<file path="src/rtl/thr_pkg.sv">
package thr_pkg;
  localparam int unsigned CTRL_W   = 32;
  localparam int unsigned EN_BIT   = 4;
  localparam int unsigned CTRL_OFS = 0;
  localparam int unsigned LVL2_OFS = 4;
endpackage

</file>
<file path="src/rtl/thr_regs.sv">
module thr_regs
  import thr_pkg::*;
#(
  parameter int unsigned ADDR_W   = 3,
  parameter int unsigned DUTY_OFF = 1,
  parameter int unsigned DUTY_W   = 3
) (
  input  logic              clk,
  input  logic              rst,
  input  logic [ADDR_W-1:0] bus_addr,
  input  logic              bus_wr,
  input  logic              bus_rd,
  input  logic [CTRL_W-1:0] bus_wdata,
  output logic [CTRL_W-1:0] bus_rdata,
  output logic              c2_req,
  output logic              duty_err,
  output logic              thr_en,
  output logic              en_rise,
  output logic [DUTY_W-1:0] new_duty
);
  localparam logic [ADDR_W-1:0] A_CTRL = ADDR_W'(CTRL_OFS);
  localparam logic [ADDR_W-1:0] A_LVL2 = ADDR_W'(LVL2_OFS);

  logic [CTRL_W-1:0] ctrl_q;
  logic              wr_ctrl, rd_acc, rd_lvl2, duty_chg;

  always_comb begin
    wr_ctrl  = bus_wr && (bus_addr == A_CTRL);
    rd_acc   = bus_rd && !bus_wr;
    rd_lvl2  = rd_acc && (bus_addr == A_LVL2);
    new_duty = bus_wdata[DUTY_OFF +: DUTY_W];
    duty_chg = new_duty != ctrl_q[DUTY_OFF +: DUTY_W];
    en_rise  = wr_ctrl && !ctrl_q[EN_BIT] && bus_wdata[EN_BIT];
    thr_en   = ctrl_q[EN_BIT];
  end

  always_ff @(posedge clk) begin
    if (rst) begin
      ctrl_q    <= '0;
      bus_rdata <= '0;
      c2_req    <= 1'b0;
      duty_err  <= 1'b0;
    end else begin
      c2_req <= rd_lvl2;
      if (wr_ctrl) begin
        ctrl_q <= bus_wdata;
        if (ctrl_q[EN_BIT] && bus_wdata[EN_BIT] && duty_chg)
          duty_err <= 1'b1;
      end
      if (rd_acc)
        bus_rdata <= (bus_addr == A_CTRL) ? ctrl_q : '0;
    end
  end

  // a request pulse is only ever caused by a level-2 read one cycle back
  p_c2_cause_r4: assert property (@(posedge clk) disable iff (rst)
    c2_req |-> $past(bus_rd && !bus_wr && bus_addr == A_LVL2));
  // the level-2 read that raised the request returned zero
  p_lvl2_zero_r3: assert property (@(posedge clk) disable iff (rst)
    c2_req |-> (bus_rdata == '0));
  // the error flag never drops outside reset
  p_err_sticky_r8: assert property (@(posedge clk) disable iff (rst)
    duty_err |=> duty_err);
endmodule

</file>
<file path="src/rtl/thr_duty_gen.sv">
module thr_duty_gen #(
  parameter int unsigned DUTY_W = 3
) (
  input  logic              clk,
  input  logic              rst,
  input  logic              en,
  input  logic              load,
  input  logic [DUTY_W-1:0] load_duty,
  output logic              clk_en
);
  logic [DUTY_W-1:0] duty_act;
  logic [DUTY_W-1:0] phase;

  always_ff @(posedge clk) begin
    if (rst) begin
      duty_act <= '0;
      phase    <= '0;
      clk_en   <= 1'b1;
    end else begin
      if (load) begin
        duty_act <= load_duty;
        phase    <= '0;
      end else if (en) begin
        phase <= phase + 1'b1;
      end
      clk_en <= !en || (phase >= duty_act);
    end
  end

  // with throttling off the enable output returns high on the next cycle
  p_off_high_r5: assert property (@(posedge clk) disable iff (rst)
    !en |=> clk_en);
  // a zero duty setting never gates the clock
  p_zero_duty_r7: assert property (@(posedge clk) disable iff (rst)
    (duty_act == '0) |=> clk_en);
  // the applied duty is frozen while throttling stays enabled
  p_duty_hold_r8: assert property (@(posedge clk) disable iff (rst)
    (en && $past(en)) |-> $stable(duty_act));
endmodule

</file>
<file path="src/rtl/thr_blk.sv">
module thr_blk
  import thr_pkg::*;
#(
  parameter int unsigned ADDR_W   = 3,
  parameter int unsigned DUTY_OFF = 1,
  parameter int unsigned DUTY_W   = 3
) (
  input  logic              clk,
  input  logic              rst,
  input  logic              sleep_rst,
  input  logic [ADDR_W-1:0] bus_addr,
  input  logic              bus_wr,
  input  logic              bus_rd,
  input  logic [31:0]       bus_wdata,
  output logic [31:0]       bus_rdata,
  output logic              clk_en,
  output logic              c2_req,
  output logic              duty_err
);
  logic              rst_all;
  logic              thr_en, en_rise;
  logic [DUTY_W-1:0] new_duty;

  assign rst_all = rst || sleep_rst;

  thr_regs #(.ADDR_W(ADDR_W), .DUTY_OFF(DUTY_OFF), .DUTY_W(DUTY_W)) u_regs (
    .clk(clk), .rst(rst_all), .bus_addr(bus_addr), .bus_wr(bus_wr),
    .bus_rd(bus_rd), .bus_wdata(bus_wdata), .bus_rdata(bus_rdata),
    .c2_req(c2_req), .duty_err(duty_err), .thr_en(thr_en),
    .en_rise(en_rise), .new_duty(new_duty)
  );

  thr_duty_gen #(.DUTY_W(DUTY_W)) u_gen (
    .clk(clk), .rst(rst_all), .en(thr_en), .load(en_rise),
    .load_duty(new_duty), .clk_en(clk_en)
  );

  // the cycle after any reset source, outputs are at their defaults
  p_reset_dflt_r9: assert property (@(posedge clk)
    $past(rst_all) |-> (clk_en && !c2_req && !duty_err && bus_rdata == '0));
endmodule

</file>
<file path="config.mk">
export PLATFORM = sky130hd
export DESIGN_NAME = thr_blk
export DESIGN_NICKNAME = d
export VERILOG_FILES = /design/src/rtl/thr_pkg.sv /design/src/rtl/thr_regs.sv /design/src/rtl/thr_duty_gen.sv /design/src/rtl/thr_blk.sv
export SDC_FILE = /design/constraint.sdc
export NUM_CORES = 1
export LEC_CHECK = 0
export ABC_AREA = 1
export BUFFER_PORTS_ARGS = -buffer_cell sky130_fd_sc_hd__buf_4
export CAP_MARGIN = 20
export CORE_ASPECT_RATIO = 0.5
export CORE_UTILIZATION = 30
export DETAILED_ROUTE_END_ITERATION = 12
export PLACE_DENSITY_LB_ADDON = 0.3
export SYNTH_ARGS = -nofsm -noshare
export SYNTH_HDL_FRONTEND = slang
export SYNTH_HIERARCHICAL = 1
export SYNTH_SLANG_ARGS = --single-unit
</file>
<file path="constraint.sdc">
create_clock -name clk -period 3.45 [get_ports clk]
set_clock_uncertainty 0.15 [all_clocks]
set_input_delay 0.5175 -clock clk [delete_from_list [all_inputs] [get_ports clk]]
set_output_delay 0.5175 -clock clk [all_outputs]
set_load 0.005 [all_outputs]
</file>
Word-level counts from Yosys, hierarchy flattened:

Cells that the tools add are included.

* output and inout port bits: 35
* logic and storage cells: 26
* register bits: 73
* input port bits: 40

* reductions and logical operators: 14
* add/subtract/negate cells: 1
* multiplexer cells: 1
* equality and inequality tests: 2
* order comparisons: 1

Operators by type and width (count)
* $mux 32: 1
* $logic_and 1x1->1: 7
* $add 3x1->3 const B: 1
* $eq 3x3->1 const B: 1
* $ge 3x3->1: 1
* $logic_not 3->1: 1
* $ne 3x3->1: 1
* $logic_not 1->1: 2
* $logic_or 1x1->1: 2
* $reduce_and 2->1: 1
* $reduce_or 2->1: 1

Depth between registers and ports, before layout:

* depth in word-level cells: 5
* depth in mapped cells: 7
* gate-level depth less buffers: 6

Cells and area by module:

Netlist, hierarchy kept.

Modules (own cells, without submodules)
* thr_regs: cells each 312, seq. area each 1321.3 um^2, area an instance 2451.1 um^2, instances 1
* thr_duty_gen: cells each 49, seq. area each 140.1 um^2, area an instance 344.1 um^2, instances 1
* thr_blk: cells each 3, seq. area each 0.0 um^2, area an instance 11.3 um^2, instances 1

Least setup slack after synthesis:

No wires, ideal clock.

* path type: input to register
* start point: input port rst
* end point: register u_regs.bus_rdata[0]
* required time: 3230 ps
* setup slack: 1917 ps
* stages on the path: 7
* library setup time: 70 ps
* data arrival time: 1313 ps
* path buffers: 2
* cells stage by stage: inv_1 > nand2_1 > clkbuf_1 > inv_1 > clkbuf_1 > o21ai_0 > a21oi_1

* word-level cells in the longest chain between the ends: 1

Ends and longest elaborated chain
* from (decl): line thr_blk.sv:9 `input logic rst,`
* $logic_or 1x1->1: line thr_blk.sv:24 `assign rst_all = rst || sleep_rst;`
* net rst_all: line thr_blk.sv:20 `logic rst_all;`
* to (signal assigned): line thr_regs.sv:51 `bus_rdata <= (bus_addr == A_CTRL) ? ctrl_q : '0;`
* to (decl): line thr_regs.sv:14 `output logic [CTRL_W-1:0] bus_rdata,`

The timed path passes the listed nets, and every way through them passes these cells.
A chain may end at the register's enable or synchronous reset.

Worst setup path in the final report:

* start point: input port bus_wr
* end point: register u_regs.bus_rdata[22]

* word-level cells in the longest chain between the ends: 2

Ends and longest elaborated chain
* from (decl): line thr_blk.sv:12 `input logic bus_wr,`
* $logic_not 1->1: line thr_regs.sv:29 `rd_acc = bus_rd && !bus_wr;`
* $logic_and 1x1->1: line thr_regs.sv:29

No other way between the ends.

==> impl_metrics.json <==
{
  "run_status": "finished, violations left",
  "violations": "design-rule violations",
  "dp_hpwl_mm": 4.25,
  "grt_pass1_wl_mm": 11.0,
  "cts.sinks": 73,
  "ctsHoldBuffers": 0,
  "yosys_warnings": 6,
  "gp_congestion": 0.726,
  "cap_violations": 0,
  "coreArea_mm2": 0.00889,
  "clkTransAtPathRegs_ns": 0.06,
  "die_y_um": 70.4,
  "wl_per_cell_um": 12.3,
  "p_leak_nw": 1.46,
  "rsz0062_at_grt": "no",
  "cp.required_ns": 3.55,
  "cts_resized": 0,
  "grtUsageTotal": 0.142,
  "maxSlewViolCount": 0,
  "peakVddDrop_mv": 0.235,
  "portBuffers": 74,
  "drt-total-wl_mm": 6.72,
  "p_clk_frac": 0.484,
  "synth_top_area_frac": 0.521,
  "final_antenna_net_count": 0,
  "hold_violations": 0,
  "holdCritPathClass": "reg -> reg",
  "ioPinCount": 75,
  "num_rows": 24,
  "syn_area_mm2": 0.00281,
  "fin_ws_ns": 1.56,
  "grt.overflow.total": 0,
  "cts_made_buffers": 9,
  "via_per_inst": 4.58,
  "synthTopCellsByArea": "dfxtp_1, a21oi_1, nand2_1",
  "max_freq_mhz": 528,
  "relSlewSlack": 0.381,
  "cts-root-buf": "clkbuf_16",
  "final_layout_size_suffix_gt1_frac": 0.228,
  "p_switching_w": 0.000440,
  "area_delta_synth_final_pct": 32.8,
  "drt-pass1-iter-count": 8,
  "dieArea_mm2": 0.00977,
  "worstMarginPinSlew_ns": 0.928,
  "grt_pass1_vias": 2294,
  "fin_setup_tns_ns": 0,
  "min_period_over_period": 0.549,
  "synthCells": 364,
  "initial_core_util": 0.316,
  "postSynthAreaPerCell_um2": 7.71,
  "startpoint_type": "input port",
  "clk_latency_ns": 0.33,
  "synth_cell_types": 15,
  "cts_setup_buffers": 0,
  "crit_path_max_fanout": 34,
  "powerDensity_mw_per_mm2": 515,
  "antenna_cells": 0,
  "drc": 2,
  "pwr-share-seq": 0.451,
  "p_int_w": 0.00148,
  "dp_slack_ns": 1.26,
  "cts_tree": "done",
  "synth-seq-cells": 73,
  "fp.dieW_um": 139,
  "fin_crit_ns": 1.89,
  "ys_seq_area_frac": 0.521,
  "setup-violations-final": 0,
  "grt_start_max_net_pins": 35,
  "total_power_w": 0.00192,
  "num_vias": 2506,
  "critPathKind": "in -> reg",
  "antenna_found_initial": 0,
  "combPwrFrac": 0.065,
  "swShare": 0.229,
  "syn_nets": 408,
  "nets": 469,
  "cts_max_level": 3,
  "synth_top_area_cell": "dfxtp_1",
  "drt_first_iter_violations": 207,
  "cp-end-kind": "register",
  "cts.path.max_buffers": 2,
  "critPathArrivalTime_ns": 1.99
}
==> synthesized netlist by cell type (all sizes together) <==
cell type  instances
o21ai             37
nand2             83
ha                 4
nor2              14
a21oi             68
clkbuf            16
nand4              1
inv               21
nor3               1
xnor2              1
nand3             32
buf               13
dfxtp             73
==> layout make-up <==
type	instances	area (µm²)
Inverter	21	78.8
Clock buffer	9	225
Clock inverter	7	80.1
Sequential cell	73	1460
Multi-Input combinational cell	241	1140
Timing Repair Buffer	79	593
Fill cell	896	5160
Tap cell	117	146
==> power by group through the flow <==
stage | sequential [W] | clock (W) | combinational, W
floorplan | 0.000883 | 0 | 0.0000585
global placement | 0.000885 | 0 | 0.000125
detailed placement | 0.000884 | 0 | 0.000126
CTS | 0.000866 | 0.000948 | 0.000127
global route | 0.000867 | 0.000989 | 0.000138
finish | 0.000866 | 0.000929 | 0.000125
==> registers in the layout (all words and copies together) (netlist names) <==
| signal | flops |
|---|---|
| u_regs/bus_rdata | 32 |
| u_regs/ctrl_q | 32 |
| u_gen/duty_act | 3 |
| u_gen/phase | 3 |
| u_gen/clk_en | 1 |
| u_regs/c2_req | 1 |
| u_regs/duty_err | 1 |
==> per-layer routing <==
metal	share of wire	track usage	vias to the layer above
met3	0.033	0.0501	6
met5	0	0	-
li1	-	-	1323
met4	0.0082	0.0432	0
met2	0.48	0.234	31
met1	0.48	0.176	1146
==> kinds of logic after synthesis <==
group | after synthesis | share of synthesized area
XOR/XNOR | 1 | 0.00312
AO/OA/AOI/OAI | 105 | 0.187
adder cells (fa/ha/maj) | 4 | 0.0178
flip-flops | 73 | 0.521
buffers and inverters | 50 | 0.0753
AND/OR/NAND/NOR | 131 | 0.196
==> critical path, cell delays in order <==
cell	delay (ns)
buf_4	0.23
nor2_4	0.52
buf_4	0.40
o21ai_0	0.12
a21oi_1	0.19
==> placed cells by master, fill, tap and decap left out <==
master / n
nand2_1: 83
buf_4: 79
dfxtp_1: 73
a21oi_1: 68
o21ai_0: 37
nand3_1: 32
inv_1: 21
nor2_1: 12
clkbuf_16: 9
ha_1: 4
clkinv_4: 3
clkinvlp_4: 2
bufinv_16: 1
inv_6: 1
nor2_2: 1
nand4_1: 1
nor3_4: 1
nor2_4: 1
xnor2_1: 1
==> worst paths after layout <==
| check | cells past startpoint | slack, ns | end | startpoint |
|---|---|---|---|---|
| setup / recovery | 5 | 1.56 | u_regs/bus_rdata[22] | bus_wr |
| hold / removal | 2 | 0.30 | u_regs/duty_err | u_regs/duty_err |
| setup reg to reg | 4 | 2.17 | u_gen/duty_act[2] | u_regs/ctrl_q[4] |
| hold reg to reg | 2 | 0.30 | u_regs/duty_err | u_regs/duty_err |
==> metrics by stage <==
stage                      util  cell area, µm²  hold WS [ns]  cells
after floorplan               -            2810         0.288    364
after global placement    0.385            3420         0.289    531
after detailed placement  0.385            3420         0.294    531
after CTS                 0.419            3730         0.293    547
after global routing      0.419            3730         0.293    547
final                     0.419            3730         0.302    547
Power figures use the tool's default switching activity.
